===== src/rtl/srx_pkg.sv =====
package srx_pkg;
  localparam int unsigned SRX_DATA_W = 8;
  localparam int unsigned SRX_OSR    = 16;
  localparam int unsigned SRX_DEPTH  = 4;

  typedef enum logic [2:0] {
    SR_IDLE  = 3'd0,
    SR_START = 3'd1,
    SR_DATA  = 3'd2,
    SR_NINTH = 3'd3,
    SR_STOP  = 3'd4
  } srx_state_e;
endpackage


===== src/rtl/srx_bit_sampler.sv =====
module srx_bit_sampler
  import srx_pkg::*;
#(
  parameter int unsigned OSR    = SRX_OSR,
  parameter int unsigned DATA_W = SRX_DATA_W
) (
  input  logic              clk,
  input  logic              rst_n,
  input  logic              tick,
  input  logic              rxd,
  input  logic              ninth_en,
  output logic              chr_vld,
  output logic [DATA_W:0]   chr_word
);
  localparam int unsigned CW = $clog2(OSR);
  localparam int unsigned BW = (DATA_W > 1) ? $clog2(DATA_W) : 1;
  localparam logic [CW-1:0] MID   = CW'(OSR/2 - 1);
  localparam logic [CW-1:0] LAST  = CW'(OSR - 1);
  localparam logic [CW-1:0] ONE   = CW'(1);
  localparam logic [BW-1:0] BLAST = BW'(DATA_W - 1);

  srx_state_e        st_q, st_n;
  logic [CW-1:0]     cnt_q, cnt_n;
  logic [BW-1:0]     bidx_q, bidx_n;
  logic [DATA_W-1:0] shf_q, shf_n;
  logic              nin_q, nin_n;
  logic              vld_q, vld_n;
  logic [DATA_W:0]   word_q, word_n;
  logic              at_mid, at_last;

  assign at_mid  = (cnt_q == MID);
  assign at_last = (cnt_q == LAST);

  always_comb begin
    st_n   = st_q;
    cnt_n  = cnt_q;
    bidx_n = bidx_q;
    shf_n  = shf_q;
    nin_n  = nin_q;
    vld_n  = 1'b0;
    word_n = word_q;
    if (tick) begin
      if (st_q == SR_IDLE) begin
        if (!rxd) begin
          st_n  = SR_START;
          cnt_n = ONE;
        end
      end else begin
        cnt_n = at_last ? '0 : cnt_q + ONE;
        case (st_q)
          SR_START: begin
            if (at_mid && rxd) begin
              st_n = SR_IDLE;
            end else if (at_last) begin
              st_n   = SR_DATA;
              bidx_n = '0;
              nin_n  = 1'b0;
            end
          end
          SR_DATA: begin
            if (at_mid) shf_n = {rxd, shf_q[DATA_W-1:1]};
            if (at_last) begin
              if (bidx_q == BLAST) st_n = ninth_en ? SR_NINTH : SR_STOP;
              else                 bidx_n = bidx_q + 1'b1;
            end
          end
          SR_NINTH: begin
            if (at_mid)  nin_n = rxd;
            if (at_last) st_n  = SR_STOP;
          end
          SR_STOP: begin
            if (at_mid) begin
              vld_n  = 1'b1;
              word_n = {nin_q | ~rxd, shf_q};
              st_n   = SR_IDLE;
            end
          end
          default: st_n = SR_IDLE;
        endcase
      end
    end
  end

  always_ff @(posedge clk or negedge rst_n) begin
    if (!rst_n) begin
      st_q   <= SR_IDLE;
      cnt_q  <= '0;
      bidx_q <= '0;
      shf_q  <= '0;
      nin_q  <= 1'b0;
      vld_q  <= 1'b0;
      word_q <= '0;
    end else begin
      st_q   <= st_n;
      cnt_q  <= cnt_n;
      bidx_q <= bidx_n;
      shf_q  <= shf_n;
      nin_q  <= nin_n;
      vld_q  <= vld_n;
      word_q <= word_n;
    end
  end

  assign chr_vld  = vld_q;
  assign chr_word = word_q;


  vld_pulse_chk: assert property (@(posedge clk) disable iff (!rst_n)
    chr_vld |=> !chr_vld);


  false_start_chk: assert property (@(posedge clk) disable iff (!rst_n)
    (st_q == SR_START && tick && at_mid && rxd) |=> (st_q == SR_IDLE && !chr_vld));
endmodule


===== src/rtl/srx_fifo.sv =====
module srx_fifo #(
  parameter int unsigned W     = 9,
  parameter int unsigned DEPTH = 4
) (
  input  logic         clk,
  input  logic         rst_n,
  input  logic         push,
  input  logic [W-1:0] din,
  input  logic         pop,
  output logic [W-1:0] dout,
  output logic         empty,
  output logic         full
);
  localparam int unsigned AW   = (DEPTH > 1) ? $clog2(DEPTH) : 1;
  localparam int unsigned CNTW = $clog2(DEPTH + 1);
  localparam logic [AW-1:0]   PLAST = AW'(DEPTH - 1);
  localparam logic [CNTW-1:0] CFULL = CNTW'(DEPTH);

  logic [W-1:0]    mem [DEPTH];
  logic [AW-1:0]   wp_q, wp_n, rp_q, rp_n;
  logic [CNTW-1:0] cnt_q, cnt_n;

  always_comb begin
    wp_n  = wp_q;
    rp_n  = rp_q;
    cnt_n = cnt_q;
    if (push) wp_n = (wp_q == PLAST) ? '0 : wp_q + 1'b1;
    if (pop)  rp_n = (rp_q == PLAST) ? '0 : rp_q + 1'b1;
    case ({push, pop})
      2'b10:   cnt_n = cnt_q + 1'b1;
      2'b01:   cnt_n = cnt_q - 1'b1;
      default: cnt_n = cnt_q;
    endcase
  end

  always_ff @(posedge clk or negedge rst_n) begin
    if (!rst_n) begin
      wp_q  <= '0;
      rp_q  <= '0;
      cnt_q <= '0;
    end else begin
      wp_q  <= wp_n;
      rp_q  <= rp_n;
      cnt_q <= cnt_n;
    end
  end

  always_ff @(posedge clk) begin
    if (push) mem[wp_q] <= din;
  end

  assign dout  = mem[rp_q];
  assign empty = (cnt_q == '0);
  assign full  = (cnt_q == CFULL);


  no_overflow_chk: assert property (@(posedge clk) disable iff (!rst_n)
    push |-> (!full || pop));


  no_underflow_chk: assert property (@(posedge clk) disable iff (!rst_n)
    pop |-> !empty);
endmodule


===== src/rtl/srx_hold_status.sv =====
module srx_hold_status #(
  parameter int unsigned DATA_W = 8
) (
  input  logic            clk,
  input  logic            rst_n,
  input  logic            chr_vld,
  input  logic            fifo_empty,
  input  logic            fifo_full,
  input  logic [DATA_W:0] fifo_dout,
  input  logic            rd_data,
  output logic            fifo_push,
  output logic            fifo_pop,
  output logic            hold_full,
  output logic [DATA_W:0] hold_word,
  output logic            ovr,
  output logic            irq
);
  logic            full_q, full_n;
  logic [DATA_W:0] word_q, word_n;
  logic            ovr_q, ovr_n;
  logic            irq_q, irq_n;
  logic            ovr_set;

  assign fifo_pop  = !fifo_empty && (!full_q || rd_data);
  assign fifo_push = chr_vld && (!fifo_full || fifo_pop);
  assign ovr_set   = chr_vld && !fifo_push;

  always_comb begin
    full_n = full_q;
    word_n = word_q;
    irq_n  = irq_q;
    ovr_n  = ovr_q;
    if (fifo_pop) begin
      full_n = 1'b1;
      word_n = fifo_dout;
      irq_n  = 1'b1;
    end else if (rd_data) begin
      full_n = 1'b0;
      irq_n  = 1'b0;
    end
    if (ovr_set)      ovr_n = 1'b1;
    else if (rd_data) ovr_n = 1'b0;
  end

  always_ff @(posedge clk or negedge rst_n) begin
    if (!rst_n) begin
      full_q <= 1'b0;
      word_q <= '0;
      ovr_q  <= 1'b0;
      irq_q  <= 1'b0;
    end else begin
      full_q <= full_n;
      word_q <= word_n;
      ovr_q  <= ovr_n;
      irq_q  <= irq_n;
    end
  end

  assign hold_full = full_q;
  assign hold_word = word_q;
  assign ovr       = ovr_q;
  assign irq       = irq_q;


  rearm_on_read_chk: assert property (@(posedge clk) disable iff (!rst_n)
    (rd_data && !fifo_empty) |=> (hold_full && irq));


  irq_clear_chk: assert property (@(posedge clk) disable iff (!rst_n)
    (rd_data && fifo_empty) |=> (!irq && !hold_full));


  ovr_cause_chk: assert property (@(posedge clk) disable iff (!rst_n)
    $rose(ovr) |-> $past(chr_vld && fifo_full && hold_full));


  ovr_clear_chk: assert property (@(posedge clk) disable iff (!rst_n)
    (rd_data && !chr_vld) |=> !ovr);


  irq_needs_char_chk: assert property (@(posedge clk) disable iff (!rst_n)
    $rose(irq) |-> hold_full);
endmodule


===== src/rtl/srx_top.sv =====
module srx_top
  import srx_pkg::*;
#(
  parameter int unsigned OSR    = SRX_OSR,
  parameter int unsigned DATA_W = SRX_DATA_W,
  parameter int unsigned DEPTH  = SRX_DEPTH
) (
  input  logic              clk,
  input  logic              rst_n,
  input  logic              tick16,
  input  logic              rxd,
  input  logic              ninth_en,
  input  logic              bus_rd,
  input  logic              bus_addr,
  output logic [DATA_W-1:0] bus_rdata,
  output logic              rx_irq
);
  localparam int unsigned WW = DATA_W + 1;

  logic          chr_vld;
  logic [WW-1:0] chr_word;
  logic          f_push, f_pop, f_empty, f_full;
  logic [WW-1:0] f_dout;
  logic          hold_full, ovr, irq;
  logic [WW-1:0] hold_word;
  logic          rd_data;
  logic [DATA_W-1:0] status;

  assign rd_data = bus_rd && !bus_addr;

  srx_bit_sampler #(.OSR(OSR), .DATA_W(DATA_W)) sampler_i (
    .clk(clk), .rst_n(rst_n), .tick(tick16), .rxd(rxd), .ninth_en(ninth_en),
    .chr_vld(chr_vld), .chr_word(chr_word)
  );

  srx_fifo #(.W(WW), .DEPTH(DEPTH)) queue_i (
    .clk(clk), .rst_n(rst_n), .push(f_push), .din(chr_word), .pop(f_pop),
    .dout(f_dout), .empty(f_empty), .full(f_full)
  );

  srx_hold_status #(.DATA_W(DATA_W)) hold_i (
    .clk(clk), .rst_n(rst_n), .chr_vld(chr_vld), .fifo_empty(f_empty),
    .fifo_full(f_full), .fifo_dout(f_dout), .rd_data(rd_data),
    .fifo_push(f_push), .fifo_pop(f_pop), .hold_full(hold_full),
    .hold_word(hold_word), .ovr(ovr), .irq(irq)
  );

  always_comb begin
    status = '0;
    status[DATA_W-1] = hold_full;
    status[DATA_W-2] = hold_full & hold_word[DATA_W];
    status[DATA_W-3] = ovr;
  end

  assign bus_rdata = bus_addr ? status : hold_word[DATA_W-1:0];
  assign rx_irq    = irq;


  status_read_quiet_chk: assert property (@(posedge clk) disable iff (!rst_n)
    (bus_rd && bus_addr && !f_push && !f_pop) |=> ($stable(hold_full) && $stable(ovr) && $stable(rx_irq)));
endmodule


===== config.mk =====
export PLATFORM = sky130hd
export DESIGN_NAME = srx_top
export DESIGN_NICKNAME = d
export VERILOG_FILES = /design/src/rtl/srx_pkg.sv /design/src/rtl/srx_bit_sampler.sv /design/src/rtl/srx_fifo.sv /design/src/rtl/srx_hold_status.sv /design/src/rtl/srx_top.sv
export SDC_FILE = /design/constraint.sdc
export NUM_CORES = 1
export LEC_CHECK = 0
export ABC_AREA = 1
export ABC_CLOCK_PERIOD_IN_PS = 2150
export BUFFER_PORTS_ARGS = -buffer_cell sky130_fd_sc_hd__buf_2
export CAP_MARGIN = 20
export CORE_MARGIN = 10
export CORE_UTILIZATION = 60
export CTS_CLUSTER_SIZE = 30
export DETAILED_ROUTE_END_ITERATION = 6
export GPL_TIMING_DRIVEN = 0
export PLACE_DENSITY = 0.87
export REMOVE_ABC_BUFFERS = 1
export SLEW_MARGIN = 20
export SYNTH_ARGS = -nofsm -noshare
export SYNTH_HDL_FRONTEND = slang
export SYNTH_SLANG_ARGS = --single-unit

===== constraint.sdc =====
create_clock -name clk -period 2.15 [get_ports clk]
set_input_delay 0.3225 -clock clk [delete_from_list [all_inputs] [get_ports clk]]
set_output_delay 0.3225 -clock clk [all_outputs]
set_load 0.02 [all_outputs]

Yosys cells after proc, flatten, opt, wreduce, memory -nomap -nowiden

Memories as Yosys holds them, arrays and structs flattened. A register that Yosys moved wholly into a read port is not among the register bits.
Index checks and enable logic that the tools add are counted.

Word-level logic and storage cells: 107
Bits in writable memories: 36
Memories: 1
Output and inout port bits: 9
Bits of input ports: 7
Register bits after elaboration: 38

Memories:

| memory      | depth | width | rd ports | clocked after memory_dff | write ports | RTL line       | text |
|---|---|---|---|---|---|---|---|
| queue_i.mem | 4     | 9     | 1        | 1                        | 1           | srx_fifo.sv:19 | `logic [W-1:0] mem [DEPTH];` |

Bitwise logic cells: 4
Eq/ne operators: 23
Reductions and logical operators: 26
Multiplexer cells: 35
Add/subtract/negate cells: 6

Operator list:

| cell                  | number |
|---|---|
| $mux W3               | 13 |
| $reduce_and A7 Y1     | 2 |
| $mux W1               | 12 |
| $mux W4               | 3 |
| $ne A3 B1 Y1 const B  | 4 |
| $pmux W3 S2           | 2 |
| $pmux W3 S4           | 1 |
| $reduce_bool A2 Y1    | 5 |
| $eq A3 B3 Y1 const B  | 3 |
| $mux W8               | 1 |
| $reduce_and A4 Y1     | 2 |
| $add A3 B1 Y3 const B | 2 |
| $eq A2 B2 Y1 const B  | 3 |
| $eq A3 B2 Y1 const B  | 2 |
| $logic_not A1 Y1      | 6 |
| $logic_not A3 Y1      | 2 |
| $ne A2 B1 Y1 const B  | 3 |
| $ne A2 B2 Y1 const B  | 3 |
| $reduce_and A6 Y1     | 1 |
| $logic_and A1 B1 Y1   | 5 |
| $add A2 B1 Y2 const B | 2 |
| $add A4 B1 Y4 const B | 1 |
| $eq A4 B3 Y1 const B  | 1 |
| $eq A4 B4 Y1 const B  | 1 |
| other kinds (11)      | 14 |

Longest topological paths before layout

Gate-level depths: netlist of the first run.

Depth after elaboration: 9
Gate-level depth with buffers: 11
Mapped depth without buffers: 11

By module

From an unflattened synthesis of the first run, not the netlist that was laid out.

Cell total of the unflattened synthesis: 389
Area, all modules: 3829.9 um^2

By module, submodules not included:

| module          | cells an instance | seq. area each (um^2) | instances | area an instance (um^2) |
|---|---|---|---|---|
| srx_fifo        | 157               | 1256.2                | 1         | 1866.8 |
| srx_bit_sampler | 159               | 725.7                 | 1         | 1401.3 |
| srx_hold_status | 50                | 275.3                 | 1         | 466.7 |
| srx_top         | 23                | 0.0                   | 1         | 95.1 |

Worst setup path after synthesis of the first run

OpenSTA, ideal clock, no wires.

Path type: register -> register
Start: reg hold_i.full_q, in the netlist hold_i.hold_full
End: reg queue_i.cnt_q[1]
Library setup time: 0.125 ns
Cell stages (with the launch flop): 8
Path slack: 0.162 ns
Buffers on the path: 1
Clock period less this slack: 1.988 ns
Data arrival time: 1.864 ns
Required time: 2.025 ns
Cells stage by stage: dfrtp_1 > nand2_1 > nand2_1 > inv_1 > clkbuf_1 > ha_1 > fa_1 > mux2_2

Word-level cells in the longest chain between the ends: 7
Elaborated cells on any way between the ends: 9
Classes of those cells: 2 x eq/ne; 1 x mux; 6 x reduce/logical

RTL lines:

| item                                         | RTL line              | text |
|---|---|---|
| from (decl)                                  | srx_hold_status.sv:18 | `logic full_q, full_n;` |
| from (signal assigned)                       | srx_hold_status.sv:52 | `full_q <= full_n;` |
| $logic_not A1 Y1 (*)                         | srx_hold_status.sv:24 | `assign fifo_pop = !fifo_empty && (!full_q \|\| rd_data);` |
| $logic_or A1 B1 Y1 (*)                       | srx_hold_status.sv:24 |  |
| $logic_and A1 B1 Y1 (*)                      | srx_hold_status.sv:24 |  |
| net f_pop                                    | srx_top.sv:22         | `logic f_push, f_pop, f_empty, f_full;` |
| $logic_or A1 B1 Y1                           | srx_hold_status.sv:25 | `assign fifo_push = chr_vld && (!fifo_full \|\| fifo_pop);` |
| $logic_and A1 B1 Y1                          | srx_hold_status.sv:25 |  |
| $eq A2 B1 Y1 or $eq A2 B2 Y1 (tied branches) | srx_fifo.sv:29        | `case ({push, pop})` |
| $pmux W3 S2 (*)                              | srx_fifo.sv:29        |  |
| net queue_i.cnt_n[1]                         | srx_fifo.sv:21        | `logic [CNTW-1:0] cnt_q, cnt_n;` |
| to (signal assigned)                         | srx_fifo.sv:44        | `cnt_q <= cnt_n;` |
| to (decl)                                    | srx_fifo.sv:21        |  |

Mark *: on every way through the listed nets, which the timed path passes. The rest lies on a longest branch.
A chain may end at the register's enable or synchronous reset.

Worst setup path in the final report of the first run

Start: reg queue_i.cnt_q[1]
End: reg queue_i.cnt_q[2]

Word-level cells in the longest chain between the ends: 7
Elaborated cells on any way between the ends: 13
Classes of those cells: 2 x add/sub; 3 x eq/ne; 1 x mux; 7 x reduce/logical

RTL lines:

| item                                              | RTL line              | text |
|---|---|---|
| $logic_not A3 Y1                                  | srx_fifo.sv:53        | `assign empty = (cnt_q == '0);` |
| $logic_not A1 Y1                                  | srx_hold_status.sv:24 |  |
| $logic_and A1 B1 Y1                               | srx_hold_status.sv:24 |  |
| $logic_or A1 B1 Y1                                | srx_hold_status.sv:25 |  |
| $logic_and A1 B1 Y1                               | srx_hold_status.sv:25 |  |
| $eq A2 B1 Y1 or $eq A2 B2 Y1 (tied branches)      | srx_fifo.sv:29        |  |
| $pmux W3 S2 or $reduce_bool A2 Y1 (tied branches) | n/a                   |  |

Several ways; a longest one is shown, not always the timed one.

==> impl_metrics.toml, run 1 <==
[placed_design]
pre_cts_ws_ps = -244
gp_congestion = 0.896
dp_hpwl_um = 4440
io_buffers = 15

[drt]
final_antenna_net_count = 0
via_per_inst = 5.34
drt_iter0_drc = 105
drc_errors = 0
vias = 2469
dr.pass1.iters = 4
wl_um = 6490
post_drt_wl_per_cell_um = 14.0

[die]
design.core.area_um2 = 5920
dieArea_um2 = 9580
placementRows = 28
io_pins = 16
die_height_um = 97.9
die_w_um = 97.9
initial_utilization_pct = 61.5

[pwr]
leakage_nw = 1.83
max-vdd-ir-drop_mv = 0.695
pwr_density_cell_nw_per_um2 = 1250
total_power_mw = 5.04

[clock_network]
cts_max_level = 3
cts-root-buf = "clkbuf_8"
insertion_delay_ps = 360
tritoncts = "built"
cts_max_path_buffers = 2
path_clk_slew_ps = 90
cts_made_buffers = 9
cts_num_sinks = 83

[min_path]
worstHoldPathType = "input port to flip-flop"
hold_path_startpoint = "bus_rd"
min_path_cells = 4
min_to = "hold_i.ovr"

[critical_path]
worstSetupPathType = "flip-flop to flip-flop"
end_kind = "flip-flop"
r2r_slack_ps = 110
start_kind = "flip-flop"
cp_max_fo = 9
r2r_start = "queue_i.cnt_q[1]"
arrival_ps = 2290
worstReg2RegEnd = "queue_i.cnt_q[2]"
cp.required_ps = 2400
rr_worst_depth = 10

[sta]
fin_ws_ps = 112
finalClockSkew_ps = 10.8
tightest_slew_ps = 896
hold_viol_final = 0
min_period_over_period_pct = 94.8
min_period_ps = 2040
setup-tns-final_ps = 0
rsz0062_at_grt = "no"
hold_slack_ps = 243
relSlewSlack_pct = 40.1
finalSetupViolations = 0
final_max_slew_viol_count = 0
fmax_mhz = 491

[synthesis]
synth_largest_area_cell = "dfrtp_1"
synth-compound-area-share_pct = 11.0
synth_xor_xnor_area_share_pct = 0.722
yosys_warnings = 0
post_synth_instance_area_um2 = 3640
ys_top_cells_by_area = "dfrtp_1, edfxtp_1, o21ai_0"
synth_cells = 359
yosysUniqueCellTypes = 28
synth_top_area_share_pct = 32.3
synth_top_family_by_area = "simple AND/OR/NAND/NOR gates"
yosysSeqAreaShare_pct = 62.0
syn-mean-instance-area_um2 = 10.1
synth_mux_area_share_pct = 0.309
ys_seq_elements = 83
yosys.area_share.simple_pct = 16.7
synth_fa_ha_area_share_pct = 3.64

[cells_and_area]
syn_to_final_growth_pct = 10.7
nNetsFinal = 399
drive_above_1_share_pct = 14.7
antennaDiodeCount = 0
fillers = 460

[global_routing]
grt_start_max_net_pins = 48
grt_pass1_vias = 2577
grt_pass1_wl_um = 11300
grt.overflow.total = 0
grt_usage_pct = 14.3
antenna_found_initial = 0

[run]
maxCapViolCount = 0

[outcome]
status = "finished clean"
## worst max-delay path: stages (launching register included)
cell     delay [ps]
dfrtp_1         400
nor2_1           70
nand2_1         100
nand2_4          90
nand2_1          80
nand2_2         120
ha_2            240
fa_1            390
a21oi_1         170
o21ai_1         110
xor2_1          160
## cell type report
type                            instances  area, um^2  share of cell area (%)
Tap cell                               75        93.8                    2.33
Sequential cell                        83        2260                    56.0
Timing Repair inverter                  1        5.00                   0.124
Clock buffer                           11         151                    3.76
Clock inverter                          5        60.1                    1.49
Timing Repair Buffer                   19         110                    2.73
Inverter                               41         158                    3.91
Multi-Input combinational cell        227        1190                    29.6
## Yosys cell counts
cell type / n
mux2_2: 1
nand3_1: 18
nand2_2: 4
nor2_4: 1
inv_2: 3
clkbuf_1: 4
edfxtp_1: 36
a31oi_2: 1
nor2_2: 2
nor2_1: 48
o22ai_1: 11
fa_1: 1
nor2_8: 2
nand2_4: 1
dfrtp_1: 47
nand2_1: 62
buf_8: 1
a21oi_2: 1
o21ai_0: 47
xnor2_1: 2
buf_2: 2
o21ai_2: 1
nor3_1: 1
buf_6: 1
inv_1: 38
xor2_1: 1
a21oi_1: 13
ha_1: 9
## worst max path at each step
stage | slack, ps | start | end
4_1_cts | 40 | hold_i.hold_full | queue_i.cnt_q[2]
2_1_floorplan | 140 | hold_i.hold_full | queue_i.cnt_q[1]
3_5_place_dp | -240 | bus_addr | queue_i.cnt_q[2]
6_report | 110 | queue_i.cnt_q[1] | queue_i.cnt_q[2]
5_1_grt | 20 | queue_i.cnt_q[1] | queue_i.cnt_q[2]
3_3_place_gp | -110 | bus_addr | queue_i.cnt_q[1]
## flip-flops by register name, indices dropped and copies added (netlist names), 2 cells and up
register / flops
queue_i.cnt_q: 3
queue_i.wp_q: 2
hold_i.hold_word: 9
sampler_i.cnt_q: 4
sampler_i.chr_word: 9
queue_i.mem: 36
sampler_i.shf_q: 8
sampler_i.bidx_q: 3
queue_i.rp_q: 2
sampler_i.st_q: 3
## power breakdown
group          internal [mW]  leakage [nW]  switching, mW
logic                  0.559         0.816          0.978
clock network          0.602         0.102          0.564
registers               2.03         0.917          0.299
## metal layers
layer / vias to the layer above / share of wire (%) / track usage, %
li1: 1232 / - / -
met1: 1174 / 42 / 15.7
met2: 53 / 51 / 25.2
met3: 10 / 4.7 / 3.03
met4: 0 / 2.2 / 7.72
met5: - / 0 / 0
## layout by cell type (no fill, tap or decap), types with 4 or more instances in the layout
| cell type | netlist | layout |
|---|---|---|
| nand2_1 | 62 | 60 |
| buf_2 | 2 | 14 |
| clkbuf_8 | 0 | 11 |
| edfxtp_1 | 36 | 36 |
| o21ai_0 | 47 | 46 |
| nand2_2 | 4 | 5 |
| a21oi_1 | 13 | 13 |
| o22ai_1 | 11 | 11 |
| nor2_1 | 48 | 48 |
| ha_1 | 9 | 8 |
| nand3_1 | 18 | 18 |
| inv_1 | 38 | 37 |
| dfrtp_1 | 47 | 47 |
| buf_4 | 0 | 4 |
## cells by family (layout without fill, tap and decap cells)
group / count (synthesis) / count (layout)
multiplexers: 1 / 1
AO/OA/AOI/OAI: 74 / 74
adder cells (fa/ha/maj): 10 / 10
flip-flops: 83 / 83
buffers and inverters: 49 / 77
AND/OR/NAND/NOR: 139 / 139
XOR/XNOR: 3 / 3
## what timing repair did
item | 4_1_cts | 5_1_grt
hold buffers | 0 | 1
resized for setup | 3 | 4
gates cloned | 1 | 0
endpoints found under the setup margin | 2 | 2
endpoints found under the hold margin | 0 | 3
buffers inserted | 3 | 0
pin swaps | 0 | 0
## metrics by stage
stage	instances	instance area (um^2)	utilization, %
after floorplan	351	3590	-
after global placement	441	3760	63.5
after detailed placement	441	3760	63.5
after CTS	461	4010	67.6
after global routing	462	4030	68.1
final	462	4030	68.1
(Power assumes the default switching activity.)
==> inputs of run 2 (changes only) <==
--- a/config.mk
+++ b/config.mk
@@ -9,12 +9,14 @@
 export ABC_CLOCK_PERIOD_IN_PS = 2150
 export BUFFER_PORTS_ARGS = -buffer_cell sky130_fd_sc_hd__buf_2
 export CAP_MARGIN = 20
+export CELL_PAD_IN_SITES_DETAIL_PLACEMENT = 2
+export CELL_PAD_IN_SITES_GLOBAL_PLACEMENT = 2
 export CORE_MARGIN = 10
-export CORE_UTILIZATION = 60
+export CORE_UTILIZATION = 40
 export CTS_CLUSTER_SIZE = 30
 export DETAILED_ROUTE_END_ITERATION = 6
 export GPL_TIMING_DRIVEN = 0
-export PLACE_DENSITY = 0.87
+export PLACE_DENSITY = 0.88
 export REMOVE_ABC_BUFFERS = 1
 export SLEW_MARGIN = 20
 export SYNTH_ARGS = -nofsm -noshare
==> run 2 against run 1 <==
The flow now finishes with violations (hold timing). Sequential share of layout area decreased by 0.087 points. Largest power group unchanged. Clock power decreased by 12%. Highest routed layer unchanged. Critical path depth shrank 3.
==> impl_metrics.toml, run 2 (synthesis results as in run 1) <==
[die]
placementRows = 34
io_pins = 16
dieArea_um2 = 13300
design.core.area_um2 = 8810
die_height_um = 115
die_w_um = 115
initial_utilization_pct = 41.3

[cells_and_area]
final_cell_area_um2 = 4040
largest_register_ffs = 36
antennaDiodeCount = 0
nNetsFinal = 398
syn_to_final_growth_pct = 10.9
fillers = 987
layout_commonest_cell = "nand2_1"
final_cell_mix = "nand2_1, nor2_1, dfrtp_1, o21ai_0, inv_1"
largest-register = "queue_i.mem"
drive_above_1_share_pct = 15.0

[critical_path]
worstSetupPathType = "flip-flop to flip-flop"
r2r_slack_ps = 160
worstReg2RegEnd = "queue_i.cnt_q[1]"
endpoint = "queue_i.cnt_q[1]"
start_kind = "flip-flop"
cp.required_ps = 2400
cp-startpoint = "queue_i.cnt_q[0]"
r2r_start = "queue_i.cnt_q[0]"
cpPeakStageDelay_ps = 420
arrival_ps = 2240
rr_worst_depth = 7
cp_max_fo = 9
crit_chain = "buf_4 -> nor3_2 -> nand2_2 -> nand2_4 -> ha_2 -> fa_1 -> mux2_2"
cp_slowest_cell = "fa_1"
end_kind = "flip-flop"

[pwr]
pwr_density_cell_nw_per_um2 = 1240
pwr-share-clk_pct = 20.6
combinationalPowerShare_pct = 32.2
p_switching_mw = 1.98
pwr-share-seq_pct = 47.1
switching_share_pct = 39.6
leakage_nw = 1.81
p_int_mw = 3.02
max-vdd-ir-drop_mv = 0.457

[drt]
via_per_inst = 5.19
wl_um = 8580
drt_iter0_drc = 89
post_drt_wl_per_cell_um = 17.4
dr.pass1.iters = 4
final_antenna_net_count = 0
vias = 2564
drc_errors = 0

[sta]
relSlewSlack_pct = 41.3
min_period_ps = 1990
finalSetupViolations = 0
final_max_slew_viol_count = 0
rsz0062_at_grt = "no"
fin_ws_ps = 157
finalClockSkew_ps = 13.5
min_period_over_period_pct = 92.7
fmax_mhz = 502
tightest_slew_ps = 878
hold_viol_final = 27
hold_slack_ps = -22.0
setup-tns-final_ps = 0

[min_path]
worstHoldPathType = "input port to async pin"

[global_routing]
grt.overflow.total = 0
grt_usage_pct = 14.2
grt_pass1_vias = 2870
grt_start_max_net_pins = 48
antenna_found_initial = 0
grt_pass1_wl_um = 14900

[placed_design]
io_buffers = 15
pre_cts_ws_ps = -258
dp_hpwl_um = 5930
gp_congestion = 0.759
dpl_cell_area_um2 = 3800

[clock_network]
path_clk_slew_ps = 90
cts_max_path_buffers = 2
insertion_delay_ps = 350
cts_max_level = 3
tritoncts = "built"
cts_made_buffers = 9
cts_num_sinks = 83
cts-root-buf = "clkbuf_8"

[outcome]
status = "complete, but fails checks"
violations = "hold timing"

[run]
maxCapViolCount = 0
[run 2: critical path, delay by kind of cell (launching register included)]
kind / cells / cell delay (ps)
adders and majority gates: 2 / 640
and+or+nand+nor: 3 / 440
DFF: 1 / 390
muxes: 1 / 270
buffers and inverters: 1 / 160
[run 2: power groups by stage]
stage	sequential, mW	clock (mW)	combinational (mW)
floorplan	2.30	0	1.07
global placement	2.37	0	1.38
detailed placement	2.41	0	1.51
CTS	2.37	1.06	1.60
global route	2.43	1.13	1.88
finish	2.36	1.03	1.61
[run 2: final cells by class]
cell class | instances | area, um^2 | area share [%]
Sequential cell | 83 | 2260 | 55.9
Multi-Input combinational cell | 227 | 1200 | 29.9
Inverter | 41 | 158 | 3.91
Tap cell | 108 | 135 | 3.35
Clock buffer | 10 | 128 | 3.16
Timing Repair Buffer | 18 | 100 | 2.48
Clock inverter | 6 | 48.8 | 1.21
Timing Repair inverter | 1 | 5.00 | 0.124
[run 2: routing by layer]
metal	wire length [um]	global-route usage (%)	vias to the layer above
met3	305	2.86	13
met1	3630	16.6	1293
met5	0	0	-
li1	-	-	1229
met2	4560	25.2	29
met4	94	5.49	0
[run 2: worst min path at each step]
stage,end,slack [ps],start,depth (start not counted)
5_1_grt,queue_i.cnt_q[2],10,rst_n,1
4_1_cts,hold_i.hold_word[6],200,rst_n,1
6_report,hold_i.hold_word[6],-20,rst_n,1
3_3_place_gp,sampler_i.nin_q,460,sampler_i.nin_q,2
2_1_floorplan,hold_i.hold_full,30,rst_n,0
3_5_place_dp,sampler_i.bidx_q[2],470,sampler_i.bidx_q[2],2
[run 2: what timing repair did]
| item | 4_1_cts | 5_1_grt |
|---|---|---|
| endpoints found under the setup margin | 11 | 38 |
| gates cloned | 1 | 0 |
| hold buffers | 0 | 0 |
| buffers inserted | 2 | 1 |
| gates resized for setup | 3 | 7 |
| pin swaps | 0 | 0 |
[run 2: per-stage QoR]
stage          std cells  power, mW  utilization, %
6_report             494       5.01            45.8
5_1_grt              494       5.44            45.8
4_1_cts              493       5.02            45.5
3_5_place_dp         474       3.92            43.1
3_3_place_gp         474       3.75            43.1
2_1_floorplan        351       3.37               -
